File: config.mk
export PLATFORM = sky130hd
export DESIGN_NAME = cell_balance_seq
export DESIGN_NICKNAME = d
export VERILOG_FILES = /design/src/rtl/cb_pkg.sv /design/src/rtl/cb_phase_timer.sv /design/src/rtl/cb_cell_seq.sv /design/src/rtl/cell_balance_seq.sv
export SDC_FILE = /design/constraint.sdc
export NUM_CORES = 1
export LEC_CHECK = 0
export ABC_AREA = 1
export BUFFER_PORTS_ARGS = -buffer_cell sky130_fd_sc_hd__buf_4
export CAP_MARGIN = 20
export CORE_UTILIZATION = 24
export CTS_BUF_LIST = sky130_fd_sc_hd__clkbuf_4 sky130_fd_sc_hd__clkbuf_8 sky130_fd_sc_hd__clkbuf_16
export CTS_CLUSTER_SIZE = 28
export DETAILED_ROUTE_END_ITERATION = 12
export GPL_TIMING_DRIVEN = 0
export PLACE_DENSITY = 0.42
export SYNTH_ARGS = -nofsm -noshare
export SYNTH_HDL_FRONTEND = slang
export SYNTH_HIERARCHICAL = 1
export SYNTH_SLANG_ARGS = --single-unit
File: constraint.sdc
create_clock -name clk_i -period 1.2 [get_ports clk_i]
set_input_delay 0.12 -clock clk_i [delete_from_list [all_inputs] [get_ports clk_i]]
set_output_delay 0.12 -clock clk_i [all_outputs]
set_load 0.02 [all_outputs]
File: src/rtl/cb_pkg.sv
package cb_pkg;
  typedef enum logic [1:0] {
    CMD_IDLE  = 2'b00,
    CMD_DIS   = 2'b01,
    CMD_CHG   = 2'b10,
    CMD_IDLE2 = 2'b11
  } cb_cmd_e;

  typedef enum logic [1:0] {
    ST_OFF = 2'd0,
    ST_GAP = 2'd1,
    ST_PRI = 2'd2,
    ST_SEC = 2'd3
  } cb_state_e;
endpackage

File: src/rtl/cb_phase_timer.sv
module cb_phase_timer #(
  parameter int MAX_ON_CYC = 16
) (
  input  logic clk_i,
  input  logic rst_ni,
  input  logic clr_i,
  input  logic en_i,
  output logic expired_o
);
  localparam int CW = (MAX_ON_CYC > 1) ? $clog2(MAX_ON_CYC) : 1;
  localparam logic [CW-1:0] LAST = CW'(MAX_ON_CYC - 1);

  logic [CW-1:0] cnt_q;

  assign expired_o = (cnt_q == LAST);

  always_ff @(posedge clk_i or negedge rst_ni) begin
    if (!rst_ni)                 cnt_q <= '0;
    else if (clr_i)              cnt_q <= '0;
    else if (en_i && !expired_o) cnt_q <= cnt_q + 1'b1;
  end
endmodule

File: src/rtl/cb_cell_seq.sv
module cb_cell_seq
  import cb_pkg::*;
#(
  parameter int MAX_ON_CYC = 16
) (
  input  logic       clk_i,
  input  logic       rst_ni,
  input  logic       exec_i,
  input  logic [1:0] cmd_i,
  input  logic       pause_i,
  input  logic       timeout_i,
  input  logic       pri_peak_i,
  input  logic       pri_zero_i,
  input  logic       sec_peak_i,
  input  logic       sec_zero_i,
  output logic       pri_en_o,
  output logic       sec_en_o,
  output logic       active_o,
  output logic       fault_o
);
  cb_state_e state_q, state_d;
  logic chg_q, chg_d;         // 1: charge direction
  logic nxt_pri_q, nxt_pri_d; // phase after the gap uses primary
  logic fault_q, fault_d;
  logic in_phase, end_flag, expired;

  assign in_phase = (state_q == ST_PRI) || (state_q == ST_SEC);

  always_comb begin
    end_flag = 1'b0;
    if (state_q == ST_PRI) end_flag = chg_q ? pri_zero_i : pri_peak_i;
    if (state_q == ST_SEC) end_flag = chg_q ? sec_peak_i : sec_zero_i;
  end

  cb_phase_timer #(.MAX_ON_CYC(MAX_ON_CYC)) u_timer (
    .clk_i     (clk_i),
    .rst_ni    (rst_ni),
    .clr_i     (state_q == ST_GAP),
    .en_i      (in_phase && !pause_i && !end_flag),
    .expired_o (expired)
  );

  always_comb begin
    state_d   = state_q;
    chg_d     = chg_q;
    nxt_pri_d = nxt_pri_q;
    fault_d   = fault_q;
    if (timeout_i) begin
      state_d = ST_OFF;
    end else if (exec_i) begin
      fault_d = 1'b0;
      if (cmd_i == CMD_DIS || cmd_i == CMD_CHG) begin
        state_d   = ST_GAP;
        chg_d     = (cmd_i == CMD_CHG);
        nxt_pri_d = (cmd_i == CMD_DIS);
      end else begin
        state_d = ST_OFF;
      end
    end else if (!pause_i) begin
      unique case (state_q)
        ST_GAP: state_d = nxt_pri_q ? ST_PRI : ST_SEC;
        ST_PRI, ST_SEC: begin
          if (end_flag) begin
            state_d   = ST_GAP;
            nxt_pri_d = (state_q == ST_SEC);
          end else if (expired) begin
            state_d = ST_OFF;
            fault_d = 1'b1;
          end
        end
        default: state_d = ST_OFF;
      endcase
    end
  end

  always_ff @(posedge clk_i or negedge rst_ni) begin
    if (!rst_ni) begin
      state_q   <= ST_OFF;
      chg_q     <= 1'b0;
      nxt_pri_q <= 1'b0;
      fault_q   <= 1'b0;
    end else begin
      state_q   <= state_d;
      chg_q     <= chg_d;
      nxt_pri_q <= nxt_pri_d;
      fault_q   <= fault_d;
    end
  end

  assign pri_en_o = (state_q == ST_PRI) && !pause_i;
  assign sec_en_o = (state_q == ST_SEC) && !pause_i;
  assign active_o = (state_q != ST_OFF);
  assign fault_o  = fault_q;
endmodule

File: src/rtl/cell_balance_seq.sv
module cell_balance_seq #(
  parameter int NUM_CELLS  = 6,
  parameter int MAX_ON_CYC = 16
) (
  input  logic                   clk_i,
  input  logic                   rst_ni,
  input  logic [2*NUM_CELLS-1:0] cmd_i,
  input  logic                   exec_i,
  input  logic                   wdt_pause_i,
  input  logic                   wdt_timeout_i,
  input  logic [NUM_CELLS-1:0]   pri_peak_i,
  input  logic [NUM_CELLS-1:0]   pri_zero_i,
  input  logic [NUM_CELLS-1:0]   sec_peak_i,
  input  logic [NUM_CELLS-1:0]   sec_zero_i,
  output logic [NUM_CELLS-1:0]   pri_en_o,
  output logic [NUM_CELLS-1:0]   sec_en_o,
  output logic                   busy_o,
  output logic [2*NUM_CELLS-1:0] status_o
);
  logic [NUM_CELLS-1:0] active, fault;

  for (genvar k = 0; k < NUM_CELLS; k++) begin : g_cell
    cb_cell_seq #(.MAX_ON_CYC(MAX_ON_CYC)) u_cell (
      .clk_i      (clk_i),
      .rst_ni     (rst_ni),
      .exec_i     (exec_i),
      .cmd_i      (cmd_i[2*k+1:2*k]),
      .pause_i    (wdt_pause_i),
      .timeout_i  (wdt_timeout_i),
      .pri_peak_i (pri_peak_i[k]),
      .pri_zero_i (pri_zero_i[k]),
      .sec_peak_i (sec_peak_i[k]),
      .sec_zero_i (sec_zero_i[k]),
      .pri_en_o   (pri_en_o[k]),
      .sec_en_o   (sec_en_o[k]),
      .active_o   (active[k]),
      .fault_o    (fault[k])
    );
  end

  assign status_o = {fault, active};
  assign busy_o   = |active;
endmodule

==> After elaboration in Yosys (flattened, before gate mapping) <==
Index checks and enable logic that the tools add are counted.
{ "op_classes": {"reduce_logical": 116, "muxes": 144, "eq_ne": 56, "bitwise": 1, "addsub": 6} }
{ "ops": {"columns": ["cell", "n"], "rows": [
  ["1-bit 2-to-1 mux", 96],
  ["2-bit 2-to-1 mux", 30],
  ["5-bit AND reduction", 12],
  ["2-bit nonzero test", 30],
  ["4-bit 2-to-1 mux", 12],
  ["2-bit equality test (second input constant)", 18],
  ["1-bit logical AND", 30],
  ["5-bit by 4-bit inequality test with 1-bit output (second input constant)", 6],
  ["4-bit by 1-bit adder with 4-bit output (second input constant)", 6],
  ["2-bit by 1-bit equality test with 1-bit output (second input constant)", 12],
  ["4-bit equality test (second input constant)", 6],
  ["2-bit case mux with 2 select lines", 6],
  ["3-bit AND reduction", 6],
  ["2-bit inequality test (second input constant)", 7],
  ["1-bit zero test", 13],
  ["1-bit logical OR", 12],
  ["2-bit by 1-bit inequality test with 1-bit output (second input constant)", 6],
  ["2-bit AND reduction", 6],
  ["2-bit OR reduction", 6],
  ["6-bit OR reduction", 1],
  ["3-bit by 2-bit inequality test with 1-bit output (second input constant)", 1],
  ["1-bit inverter", 1]
]} }
{ "totals": {"input_bits": 41, "elab_cells": 353, "output_inout_bits": 25, "reg_bits": 54} }

==> Depth between registers and ports, before layout <==
Gate-level depths: netlist (run 1).
{ "depth": {"depth_word": 8, "depth_mapped": 11} }

==> By module <==
Netlist (run 1), hierarchy kept.
{ "modules_own_cells": {"columns": ["mod", "cells_per_inst", "area_each_um2", "instances", "seq_area_each_um2"], "rows": [
  ["cb_cell_seq", 69, 411.6, 6, 125.1],
  ["cb_phase_timer", 29, 225.2, 6, 100.1],
  ["cell_balance_seq", 4, 16.3, 1, 0.0]
]} }

==> Worst setup path before layout (run 1) <==
Ideal clock, no wire load.
{ "synth_path": {"path_kind": "reg-to-reg", "from": "reg g_cell[0].u_cell.u_timer.cnt_q[0]", "to": "reg g_cell[0].u_cell.state_q[0]", "period_less_slack_ns": 1.291, "required_ns": 1.082, "setup_slack_ns": -0.091, "path_stages_with_launch": 10, "arrival_ns": 1.173, "setup_ns": 0.118, "cell_sequence": "dfrtp_1 ha_1 nand3_1 inv_1 nor3_1 nand3_1 nand2_1 inv_1 nand2_1 nand2_1"} }
{ "synth_via": {"elab_chain_cells": 3} }
{ "synth_lines": {"columns": ["element", "line", "text"], "rows": [
  ["start, declared", "cb_phase_timer.sv:13", "logic [CW-1:0] cnt_q;"],
  ["start signal, assigned", "cb_phase_timer.sv:20", "else if (en_i && !expired_o) cnt_q <= cnt_q + 1'b1;"],
  ["4-bit equality test", "cb_phase_timer.sv:15", "assign expired_o = (cnt_q == LAST);"],
  ["net g_cell[0].u_cell.expired", "cb_cell_seq.sv:25", "logic in_phase, end_flag, expired;"],
  ["5-bit by 4-bit inequality test with 1-bit output (no line)", null, null],
  ["2-bit AND reduction (no line)", null, null],
  ["end signal, assigned", "cb_cell_seq.sv:83", "state_q <= state_d;"],
  ["end, declared", "cb_cell_seq.sv:21", "cb_state_e state_q, state_d;"]
]} }
The timed path passes the listed nets, and every way through them passes these cells.
A chain may end at the register's enable or synchronous reset.

==> Worst setup path in the final report (run 1) <==
{ "layout_path": {"from": "reg g_cell[1].u_cell.state_q[1]", "to": "out pri_en_o[1]"} }
{ "layout_via": {"elab_chain_cells": 2} }
{ "layout_lines": {"columns": ["element", "line", "text"], "rows": [
  ["start, declared", "cb_cell_seq.sv:21", null],
  ["start signal, assigned", "cb_cell_seq.sv:83", null],
  ["2-bit equality test", "cb_cell_seq.sv:90", "assign pri_en_o = (state_q == ST_PRI) && !pause_i;"],
  ["1-bit logical AND", "cb_cell_seq.sv:90", null],
  ["end, declared", "cell_balance_seq.sv:15", "output logic [NUM_CELLS-1:0] pri_en_o,"]
]} }
Every way passes these cells.

==> results of run 1 <==
cell families (layout without fill, tap and decap cells):
family,count (synthesis),after routing,share of synthesized area
AO/OA/AOI/OAI,36,36,0.0470
adder cells (fa/ha/maj),18,18,0.0587
XOR/XNOR,6,6,0.0137
AND/OR/NAND/NOR,388,388,0.429
flip-flops,54,54,0.352
buffers and inverters,90,233,0.0998
final timing paths:
path	startpoint	end	slack (ns)	cells past startpoint
hold reg to reg	g_cell[3].u_cell/nxt_pri_q	g_cell[3].u_cell/nxt_pri_q	0.49	2
max in group asynchronous	rst_ni	g_cell[2].u_cell/state_q[1]	0.20	2
setup / recovery	g_cell[1].u_cell/state_q[1]	pri_en_o[1]	-0.22	5
hold / removal	exec_i	g_cell[3].u_cell/fault_o	0.12	4
setup reg to reg	g_cell[2].u_cell/state_q[0]	g_cell[2].u_cell/u_timer/cnt_q[2]	-0.20	10
min in group asynchronous	rst_ni	g_cell[4].u_cell/u_timer/cnt_q[1]	0.42	2
final cells by class:
cell class / count / share of cell area
plain buffers: 6 / 0.0114
clock buffers: 7 / 0.0237
inverters: 84 / 0.0559
multi-input cells: 448 / 0.438
flip-flops and latches: 54 / 0.231
well taps: 211 / 0.0447
repair buffers: 136 / 0.195
stage by stage:
step / cells / hold WS (ns) / instance area (um2) / total power [mW]
final: 946 / 0.119 / 5910 / 5.01
after CTS: 916 / 0.0993 / 5300 / 4.91
after global routing: 946 / 0.121 / 5910 / 5.37
after global placement: 867 / 0.258 / 4630 / 3.15
after floorplan: 592 / -0.176 / 3880 / 2.72
after detailed placement: 867 / 0.275 / 4630 / 3.15
flip-flops by register name (all words and copies together), names as in the netlist:
name and flops:
g_cell.u_cell/chg_q 6, g_cell.u_cell/fault_o 6, g_cell.u_cell/nxt_pri_q 6, g_cell.u_cell/state_q 12, g_cell.u_cell/u_timer/cnt_q 24
worst min-delay path: cells and delay by family:
kind / cells / cell delay [ns]
buffers and inverters: 1 / 0.12
AND/OR/NAND/NOR: 3 / 0.14
per-layer routing:
layer | GRT usage | wire [um]
met5 | 0 | 0
met4 | 0.0457 | 177
met3 | 0.0312 | 490
met2 | 0.236 | 5700
met1 | 0.171 | 5210
power breakdown:
part	total, mW	switching (mW)	leakage [nW]	internal (mW)
registers	2.07	0.113	0.709	1.95
clock network	1.50	0.687	0.0708	0.813
logic	1.44	0.803	2.51	0.639
timing repair:
action	CTS	global route
hold buffers	1	0
pin swaps	20	79
resized for setup	82	125
cloned	0	0
buffers inserted	41	32
endpoints found under the setup margin	56	67
hold endpoints to repair	54	0
layout by cell type (no fill, tap or decap), types with 10 or more instances in the layout:
cell,instances
inv_1,47
nor2_1,51
a21oi_1,19
nor2_2,19
nand4_1,18
nand2_1,158
nor3_2,11
ha_1,12
nand3_2,12
buf_6,41
nand2_4,15
inv_2,31
buf_4,100
dfrtp_2,10
dfrtp_1,44
nor2_4,17
nand3_1,43
nand2_2,37
==> summary.md, run 1 <==
| Metric | Value |
|---|---|
| DRT iter0 DRCs | `153` |
| CP max stage delay | `around 0.45 ns` |
| Die height | `128 um` |
| Layout cells sized above 1 | `0.439` |
| DR DRC count | `0` |
| Status | `finished, violations left` |
| Final wirelength | `around 12,000 um` |
| I/O Buffers | `64` |
| Critical path fanouts, max | `5` |
| Final HPWL DP | `7290 um` |
| Fill cells | `1,607` |
| Pin count of the biggest net entering global routing | `55` |
| CP delay by family, top | `flip-flops` |
| Placement Setup Slack | `-0.200 ns` |
| Most common cell in the netlist | `nand2_1` |
| Io pins | `between 60 and 70` |
| Multi-input logic area | `2590 um2` |
| Clock root buffer | `clkbuf_16` |
| Post-Syn Instances | `592` |
| Critical Path RT | `roughly 1.1 ns` |
| Initial antenna violation count | `0` |
| Global-route wire length before repair | `18,200 um` |
| Mapped Nets | `651` |
| Peak VDD IR | `0.506 mV` |
| Bufs on Longest Clock Path | `2` |
| Yosys cell types | `16` |
| Setup TNS | `-5.58 ns` |
| Synth Flop Type | `dfrtp_1` |
| Async S/R FF share, synth | `1.00` |
| Synth-to-layout area growth | `54.0%` |
| Ys Warns | `6` |
| GPL Wtd Cong | `~0.8` |
| H-tree depth | `2` |
| RSZ-0062 raised after global routing | `yes` |
| CP dominant cell by count | `buf_4` |
| Initial Util | `0.249` |
| Setup violators final | `49` |
| Slowest CP cell | `dfrtp_2` |
| Relative slew slack | `0.483` |
| Vias in the first global route | `approximately 4,000` |
| Synth top area cells | `dfrtp_1, nand2_1, nor2_1` |
| Min setup slack post-route | `-0.218 ns` |
| Cell taking the most area after synthesis | `dfrtp_1` |
| Nets | `794` |
| Post-DRT Antenna Nets | `0` |
| Clock buffer count from CTS | `5` |
| Die width | `128 um` |
| # diodes | `0` |
| Synth cell count leaders | `nand2_1, nor2_1, inv_1` |
| Skew final | `between 0.003 and 0.004 ns` |
| Tmin final | `1.42 ns` |
| GRT Total Usage | `0.138` |
| GR Overflow Total | `0` |
| Arrival @ worst endpoint | `approximately 1.3 ns` |
| Failing checks | `negative setup slack` |
| Number of detailed-route iterations in the first pass | `4` |
| EDFF count, synth | `0` |
| Vias/cell | `4.40` |
| #FFs+latches synth | `54` |
| Synth top area share | `0.352` |
| Final core utilization | `0.383` |
| Critical path type | `register to output port` |
| Via count | `between 4,000 and 5,000` |
| Worst min-delay path category | `input pin to register` |
| Core Rows | `45` |
| # Max-Cap Violations | `0` |
| Mapped Avg Cell Area | `6.48 um2` |
| CP Cell Sequence | `buf_4, buf_4, nand2_2, nor2_1, buf_4` |
| Register area | `1360 um2` |
| DR WL/cell | `12.2 um` |
| Post-Syn Area | `3840 um2` |
| CP Launch Type | `register` |
| Crit end category | `output port` |
| Leakage | `3.29 nW` |
| Final worst path period share | `1.18` |
| Hold Vio Cnt, Final | `0` |
| Power Density | `848 nW/um2` |
| Max Clk Rate | `705 MHz` |
| Post-synthesis sequential area ratio | `0.352` |
| CTS tree | `done` |
| Worst skew pair latency | `approximately 0.30 ns` |
| Buf/Inv on CP | `3` |
| Slew @ Worst Pin | `0.775 ns` |
| Clk slew on worst S/H paths | `0.07 ns` |
| Core Footprint | `15,400 um2` |
| Die area | `16,500 um2` |
| Num Clock Sinks | `54` |
| Final Max Tran Viols | `0` |
Note: power is estimated with default switching activity, not from simulation.
==> run 2: changes to the inputs <==
--- a/config.mk
+++ b/config.mk
@@ -7,13 +7,13 @@
 export LEC_CHECK = 0
 export ABC_AREA = 1
 export BUFFER_PORTS_ARGS = -buffer_cell sky130_fd_sc_hd__buf_4
-export CAP_MARGIN = 20
 export CORE_UTILIZATION = 24
 export CTS_BUF_LIST = sky130_fd_sc_hd__clkbuf_4 sky130_fd_sc_hd__clkbuf_8 sky130_fd_sc_hd__clkbuf_16
-export CTS_CLUSTER_SIZE = 28
+export CTS_CLUSTER_SIZE = 24
 export DETAILED_ROUTE_END_ITERATION = 12
 export GPL_TIMING_DRIVEN = 0
 export PLACE_DENSITY = 0.42
+export SETUP_SLACK_MARGIN = 0.5
 export SYNTH_ARGS = -nofsm -noshare
 export SYNTH_HDL_FRONTEND = slang
 export SYNTH_HIERARCHICAL = 1
==> run 2 against run 1 <==
Net effect:
- cell count is 3.2% higher
- sequential power hardly changed
- the flow finishes with violations (negative hold slack, negative setup slack)
- sequential cell count stayed put
- core utilization is 3.9 points higher
- power is 10% higher
- register-to-register slack better by 0.02 ns
- largest cell class unchanged
==> summary.md, run 2 (same netlist as run 1, synthesis figures left out) <==
| Metric | Value |
|---|---|
| CP delay by family, top | `flip-flops (unchanged)` |
| Die width | `128 um (unchanged)` |
| Worst min-delay path category | `input pin to async pin (was input pin to register)` |
| Peak VDD IR | `0.557 mV (was 0.506 mV)` |
| Tmin final | `1.43 ns (was 1.42 ns)` |
| Buf/Inv on CP | `2 (was 3)` |
| Skew final | `0.00596 ns (was 0.00338 ns)` |
| Most common cell after layout, fill and taps aside | `nand2_1 (unchanged)` |
| Fill cells | `1,577 (was 1,607)` |
| Critical path type | `register to output port (unchanged)` |
| H-tree depth | `2 (unchanged)` |
| Power Density | `845 nW/um2 (was 848 nW/um2)` |
| DR WL/cell | `12.7 um (was 12.2 um)` |
| Vias/cell | `4.45 (was 4.40)` |
| Arrival @ worst endpoint | `1.31 ns (was 1.30 ns)` |
| Io pins | `66 (unchanged)` |
| DP Area | `4810 um2 (was 4630 um2)` |
| Failing checks | `negative hold slack, negative setup slack (was negative setup slack)` |
| Core Footprint | `15,400 um2 (unchanged)` |
| Clock buffer count from CTS | `5 (unchanged)` |
| DR DRC count | `0 (unchanged)` |
| I/O Buffers | `64 (unchanged)` |
| Max Clk Rate | `699 MHz (was 705 MHz)` |
| DRT iter0 DRCs | `178 (was 153)` |
| Largest register FFs | `24 (unchanged)` |
| Crit end category | `output port (unchanged)` |
| Post-route cell area | `6520 um2 (was 5910 um2)` |
| Synth-to-layout area growth | `69.8% (was 54.0%)` |
| Critical Path RT | `1.08 ns (about the same)` |
| Top flop regs | `g_cell.u_cell/u_timer/cnt_q x24, g_cell.u_cell/state_q x12 (unchanged)` |
| Pin count of the biggest net entering global routing | `55 (unchanged)` |
| CTS tree | `done (unchanged)` |
| RSZ-0062 raised after global routing | `yes (unchanged)` |
| Hold Vio Cnt, Final | `54 (was 0)` |
| Initial Util | `0.249 (unchanged)` |
| Final Power | `5.51 mW (was 5.01 mW)` |
| Via count | `4,339 (was 4,159)` |
| Final wirelength | `12,400 um (was 11,600 um)` |
| CP Cell Sequence | `inv_4, nand2_4, nor2_4, nand3_2, buf_6 (was buf_4, buf_4, nand2_2, nor2_1, buf_4)` |
| Initial antenna violation count | `0 (unchanged)` |
| Final worst path period share | `1.19 (was 1.18)` |
| Die height | `128 um (unchanged)` |
| GPL Wtd Cong | `0.821 (was 0.824)` |
| Register bank with the most flops | `g_cell.u_cell/u_timer/cnt_q (unchanged)` |
| Die area | `16,500 um2 (unchanged)` |
| Vias in the first global route | `4,088 (was 4,018)` |
| Final Max Tran Viols | `0 (unchanged)` |
| Critical path fanouts, max | `3 (was 5)` |
| Slew @ Worst Pin | `0.765 ns (was 0.775 ns)` |
| Leakage | `3.49 nW (was 3.29 nW)` |
| Leading cell types in the layout, fill and taps excluded | `nand2_1, buf_4, buf_6, nor2_1, dfrtp_1 (was nand2_1, buf_4, nor2_1, inv_1, dfrtp_1)` |
| Bufs on Longest Clock Path | `2 (unchanged)` |
| Core Rows | `45 (unchanged)` |
| Min setup slack post-route | `-0.230 ns (was -0.218 ns)` |
| CP Launch Type | `register (unchanged)` |
| Clock root buffer | `clkbuf_16 (unchanged)` |
| GRT Total Usage | `0.148 (was 0.138)` |
| Number of detailed-route iterations in the first pass | `4 (unchanged)` |
| Setup violators final | `58 (was 49)` |
| GR Overflow Total | `0 (unchanged)` |
| Final HPWL DP | `7590 um (was 7290 um)` |
| Slowest CP cell | `dfrtp_2 (unchanged)` |
| Global-route wire length before repair | `19,200 um (was 18,200 um)` |
| Relative slew slack | `0.490 (was 0.483)` |
| Post-DRT Antenna Nets | `0 (unchanged)` |
| Layout cells sized above 1 | `0.502 (was 0.439)` |
| Worst skew pair latency | `0.31 ns (was 0.30 ns)` |
| Nets | `823 (was 794)` |
| CP max stage delay | `0.45 ns (about the same)` |
| # Max-Cap Violations | `0 (unchanged)` |
| # diodes | `0 (unchanged)` |
| Status | `finished, violations left (unchanged)` |
| Clk slew on worst S/H paths | `0.08 ns (was 0.07 ns)` |
| Num Clock Sinks | `54 (unchanged)` |
| Worst hold slack | `-0.118 ns (was 0.119 ns)` |
-- run 2: layout make-up --
class	instances	area, um2	area share
buffer	6	67.6	0.0104
clock buffer	7	140	0.0215
clock inverter	1	30.0	0.00461
inverter	84	353	0.0541
multi-input combinational	448	2820	0.433
sequential	54	1360	0.209
tap	211	264	0.0405
timing repair buffer	165	1480	0.227
-- run 2: what timing repair did --
item / in CTS / in global routing
resized for setup: 118 / 114
setup endpoints to repair: 74 / 79
buffers inserted: 64 / 37
pin swaps: 50 / 74
endpoints found under the hold margin: 54 / 54
-- run 2: metal layers --
layer | GRT usage | wire (um) | vias up
li1 | - | - | 2202
met1 | 0.185 | 5430 | 2028
met2 | 0.254 | 6300 | 87
met3 | 0.0237 | 402 | 22
met4 | 0.0554 | 266 | 0
met5 | 0 | 0 | -
-- run 2: stage by stage --
| step | setup TNS (ns) | utilization | std cells | setup WS [ns] |
|---|---|---|---|---|
| floorplan | 0 | - | 592 | 0.0114 |
| global placement | -4.70 | 0.312 | 867 | -0.186 |
| detailed placement | -4.59 | 0.312 | 867 | -0.185 |
| CTS | -5.61 | 0.378 | 939 | -0.200 |
| global route | -11.05 | 0.422 | 976 | -0.290 |
| finish | -6.44 | 0.422 | 976 | -0.230 |
-- run 2: power by group --
group,switching (mW),internal [mW],leakage (nW)
clock,0.755,1.04,0.0850
sequential,0.116,1.95,0.711
combinational,0.893,0.755,2.70
total,1.76,3.74,3.49
-- run 2: path summary, 6_finish.rpt --
check | startpoint | endpoint | slack, ns | cells after the start
max | g_cell[3].u_cell/state_q[1] | busy_o | -0.23 | 5
min in group clk_i | exec_i | g_cell[3].u_cell/fault_o | 0.10 | 4
min reg2reg | g_cell[0].u_cell/nxt_pri_q | g_cell[0].u_cell/nxt_pri_q | 0.49 | 2
max in group asynchronous | rst_ni | g_cell[1].u_cell/state_q[1] | 0.77 | 1
max reg2reg | g_cell[3].u_cell/state_q[1] | g_cell[3].u_cell/u_timer/cnt_q[2] | -0.18 | 11
min | rst_ni | g_cell[5].u_cell/chg_q | -0.12 | 1
-- run 2: worst reg2reg max path, stage by stage, from the launching register on --
cell and delay [ns]:
dfrtp_2 0.45, buf_6 0.14, nand2_4 0.06, inv_2 0.03, nand2_2 0.08, nand2_2 0.06
nor2_1 0.08, nand2_1 0.07, inv_2 0.13, nor2_4 0.06, nand2_1 0.06, nand2_1 0.04
==> run 3: changes to the inputs <==
--- a/config.mk
+++ b/config.mk
@@ -6,13 +6,13 @@
 export NUM_CORES = 1
 export LEC_CHECK = 0
 export ABC_AREA = 1
-export BUFFER_PORTS_ARGS = -buffer_cell sky130_fd_sc_hd__buf_4
 export CORE_UTILIZATION = 24
 export CTS_BUF_LIST = sky130_fd_sc_hd__clkbuf_4 sky130_fd_sc_hd__clkbuf_8 sky130_fd_sc_hd__clkbuf_16
 export CTS_CLUSTER_SIZE = 24
 export DETAILED_ROUTE_END_ITERATION = 12
+export DONT_BUFFER_PORTS = 1
 export GPL_TIMING_DRIVEN = 0
-export PLACE_DENSITY = 0.42
+export PLACE_DENSITY = 0.38
 export SETUP_SLACK_MARGIN = 0.5
 export SYNTH_ARGS = -nofsm -noshare
 export SYNTH_HDL_FRONTEND = slang
==> run 3 against run 2 <==
Net effect:
- the run still ends with negative hold slack, negative setup slack left
- power shrank 9.0%
- critical path type is now register to register
- non-clock buffer count decreased by 76
- register-to-register slack improved by 0.03 ns
- global-route usage down 0.71 points
- sequential cell count is the same
- clock skew grew 0.0014 ns
- worst setup slack improved by 0.080 ns
- clock power decreased by 12%
==> summary.md, run 3 (same netlist as run 1, synthesis figures left out) <==
| Metric | Value |
|---|---|
| Power Density | `870 nW/um2 (was 845 nW/um2)` |
| CP Cell Sequence | `inv_4, nor2_4, nand2_2, nand2_2, nor2_2, nand2_1, inv_2, nor2_4, nand2_1, nand2_1 (was inv_4, nand2_4, nor2_4, nand3_2, buf_6)` |
| Setup TNS | `-3.79 ns (was -6.44 ns)` |
| Top flop regs | `g_cell.u_cell/u_timer/cnt_q x24, g_cell.u_cell/state_q x12 (unchanged)` |
| Critical path type | `register to register (was register to output port)` |
| Tmin final | `1.35 ns (was 1.43 ns)` |
| Io pins | `66 (unchanged)` |
| Critical path fanouts, max | `6 (was 3)` |
| Register area | `1370 um2 (was 1360 um2)` |
| Number of detailed-route iterations in the first pass | `4 (unchanged)` |
| Worst hold slack | `-0.499 ns (was -0.118 ns)` |
| DR WL/cell | `12.7 um (about the same)` |
| Global-route wire length before repair | `18,200 um (was 19,200 um)` |
| Worst min-delay path category | `input pin to async pin (unchanged)` |
| Post-DRT Antenna Nets | `0 (unchanged)` |
| Largest register FFs | `24 (unchanged)` |
| Final worst path period share | `1.12 (was 1.19)` |
| DRT iter0 DRCs | `256 (was 178)` |
| # Max-Cap Violations | `0 (unchanged)` |
| Final core utilization | `0.374 (was 0.422)` |
| Die width | `128 um (unchanged)` |
| Leakage | `3.02 nW (was 3.49 nW)` |
| Slowest CP cell | `dfrtp_2 (unchanged)` |
| Status | `finished, violations left (unchanged)` |
| Peak VDD IR | `0.583 mV (was 0.557 mV)` |
| Register bank with the most flops | `g_cell.u_cell/u_timer/cnt_q (unchanged)` |
| Final wirelength | `11,400 um (was 12,400 um)` |
| CP dominant cell by count | `nand2_1` |
| Hold Vio Cnt, Final | `60 (was 54)` |
| Clk slew on worst S/H paths | `0.08 ns (about the same)` |
| Arrival @ worst endpoint | `1.55 ns (was 1.31 ns)` |
| Final std cells w/o fill | `900 (was 976)` |
| Final Max Tran Viols | `0 (unchanged)` |
| CTS tree | `done (unchanged)` |
| GRT Total Usage | `0.140 (was 0.148)` |
| Layout cells sized above 1 | `0.456 (was 0.502)` |
| Nets | `747 (was 823)` |
| CP max stage delay | `0.47 ns (was 0.45 ns)` |
| Bufs on Longest Clock Path | `2 (unchanged)` |
| I/O Buffers | `0 (was 64)` |
| Initial antenna violation count | `0 (unchanged)` |
| Setup violators final | `49 (was 58)` |
| Clock root buffer | `clkbuf_16 (unchanged)` |
| Critical Path RT | `1.40 ns (was 1.08 ns)` |
| Worst skew pair latency | `0.30 ns (was 0.31 ns)` |
| Placement Setup Slack | `-0.190 ns (was -0.185 ns)` |
| Slew @ Worst Pin | `0.342 ns (was 0.765 ns)` |
| Max Clk Rate | `741 MHz (was 699 MHz)` |
| Via count | `4,023 (was 4,339)` |
| Failing checks | `negative hold slack, negative setup slack (unchanged)` |
| Die area | `16,500 um2 (unchanged)` |
| Min setup slack post-route | `-0.150 ns (was -0.230 ns)` |
| Initial Util | `0.249 (unchanged)` |
| Num Clock Sinks | `54 (unchanged)` |
| Multi-input logic area | `2800 um2 (was 2820 um2)` |
| Pin count of the biggest net entering global routing | `55 (unchanged)` |
| CP Launch Type | `register (unchanged)` |
| H-tree depth | `2 (unchanged)` |
| Final HPWL DP | `7340 um (was 7590 um)` |
| Die height | `128 um (unchanged)` |
| Vias in the first global route | `3,874 (was 4,088)` |
| Leading cell types in the layout, fill and taps excluded | `nand2_1, buf_4, nor2_1, inv_1 (was nand2_1, buf_4, buf_6, nor2_1, dfrtp_1)` |
| Synth-to-layout area growth | `50.2% (was 69.8%)` |
| Core Rows | `45 (unchanged)` |
| Clock buffer count from CTS | `5 (unchanged)` |
| GR Overflow Total | `0 (unchanged)` |
| Crit end category | `register (was output port)` |
| Core Footprint | `15,400 um2 (unchanged)` |
| Most common cell after layout, fill and taps aside | `nand2_1 (unchanged)` |
| Skew final | `0.00735 ns (was 0.00596 ns)` |
| Placed insts | `803 (was 867)` |
| Relative slew slack | `0.771 (was 0.490)` |
| Vias/cell | `4.47 (was 4.45)` |
| DR DRC count | `0 (unchanged)` |
| Fill cells | `1,638 (was 1,577)` |
| # diodes | `0 (unchanged)` |
| GPL Wtd Cong | `0.843 (was 0.821)` |
| RSZ-0062 raised after global routing | `yes (unchanged)` |
run 3: cell count changes in the layout (fill, tap and decap cells not counted), moves of 4 or more:
cell     change
nand3_1      +4
buf_4       -36
inv_2        -4
dfrtp_1     -10
nand2_4      -8
dfrtp_2     +10
buf_6       -39
nand3_2      -4
run 3: final timing paths:
check                                                    end                   startpoint  slack (ns)  depth (start not counted)
max                        g_cell[4].u_cell/u_timer/cnt_q[1]  g_cell[4].u_cell/state_q[1]       -0.15                         10
min                                   g_cell[4].u_cell/chg_q                       rst_ni       -0.50                          0
max reg2reg                g_cell[4].u_cell/u_timer/cnt_q[1]  g_cell[4].u_cell/state_q[1]       -0.15                         10
min reg2reg                       g_cell[4].u_cell/nxt_pri_q   g_cell[4].u_cell/nxt_pri_q        0.49                          2
max in group asynchronous           g_cell[3].u_cell/fault_o                       rst_ni        1.58                          0
min in group clk_i                  g_cell[4].u_cell/fault_o                wdt_timeout_i       -0.03                          2
run 3: layout make-up:
class	instances	area share
Inverter	84	0.0625
Sequential cell	54	0.238
Timing Repair Buffer	89	0.130
Multi-Input combinational cell	448	0.485
Clock buffer	7	0.0254
Tap cell	211	0.0458
Clock inverter	1	0.000868
Buffer	6	0.0117
run 3: metrics by stage:
step | total power, mW | area (um2)
after detailed placement | 2.96 | 4330
after CTS | 4.94 | 5260
after global routing | 5.33 | 5760
final | 5.01 | 5760
after global placement | 2.96 | 4330
after floorplan | 2.77 | 4070
run 3: power by group:
| group | switching, mW | leakage, nW | total (mW) | internal (mW) |
|---|---|---|---|---|
| logic | 0.709 | 2.25 | 1.31 | 0.605 |
| registers | 0.161 | 0.697 | 2.12 | 1.96 |
| clock network | 0.724 | 0.0773 | 1.58 | 0.855 |
run 3: critical path: cells and delay by family (launching register included):
kind	cells	cell delay, ns
flip-flops	1	0.47
AND/OR/NAND/NOR	8	0.53
buffers and inverters	2	0.24
run 3: per-layer routing:
metal,up-vias,global-route usage,share of wire
li1,2058,-,-
met1,1875,0.159,0.42
met2,80,0.247,0.52
met3,10,0.0358,0.049
met4,0,0.0637,0.012
met5,-,0,0
run 3: timing repair:
action | in CTS | in global routing
buffers inserted | 62 | 27
resized for setup | 114 | 84
endpoints found under the hold margin | 60 | 60
setup endpoints to repair | 73 | 76
pin swaps | 54 | 70
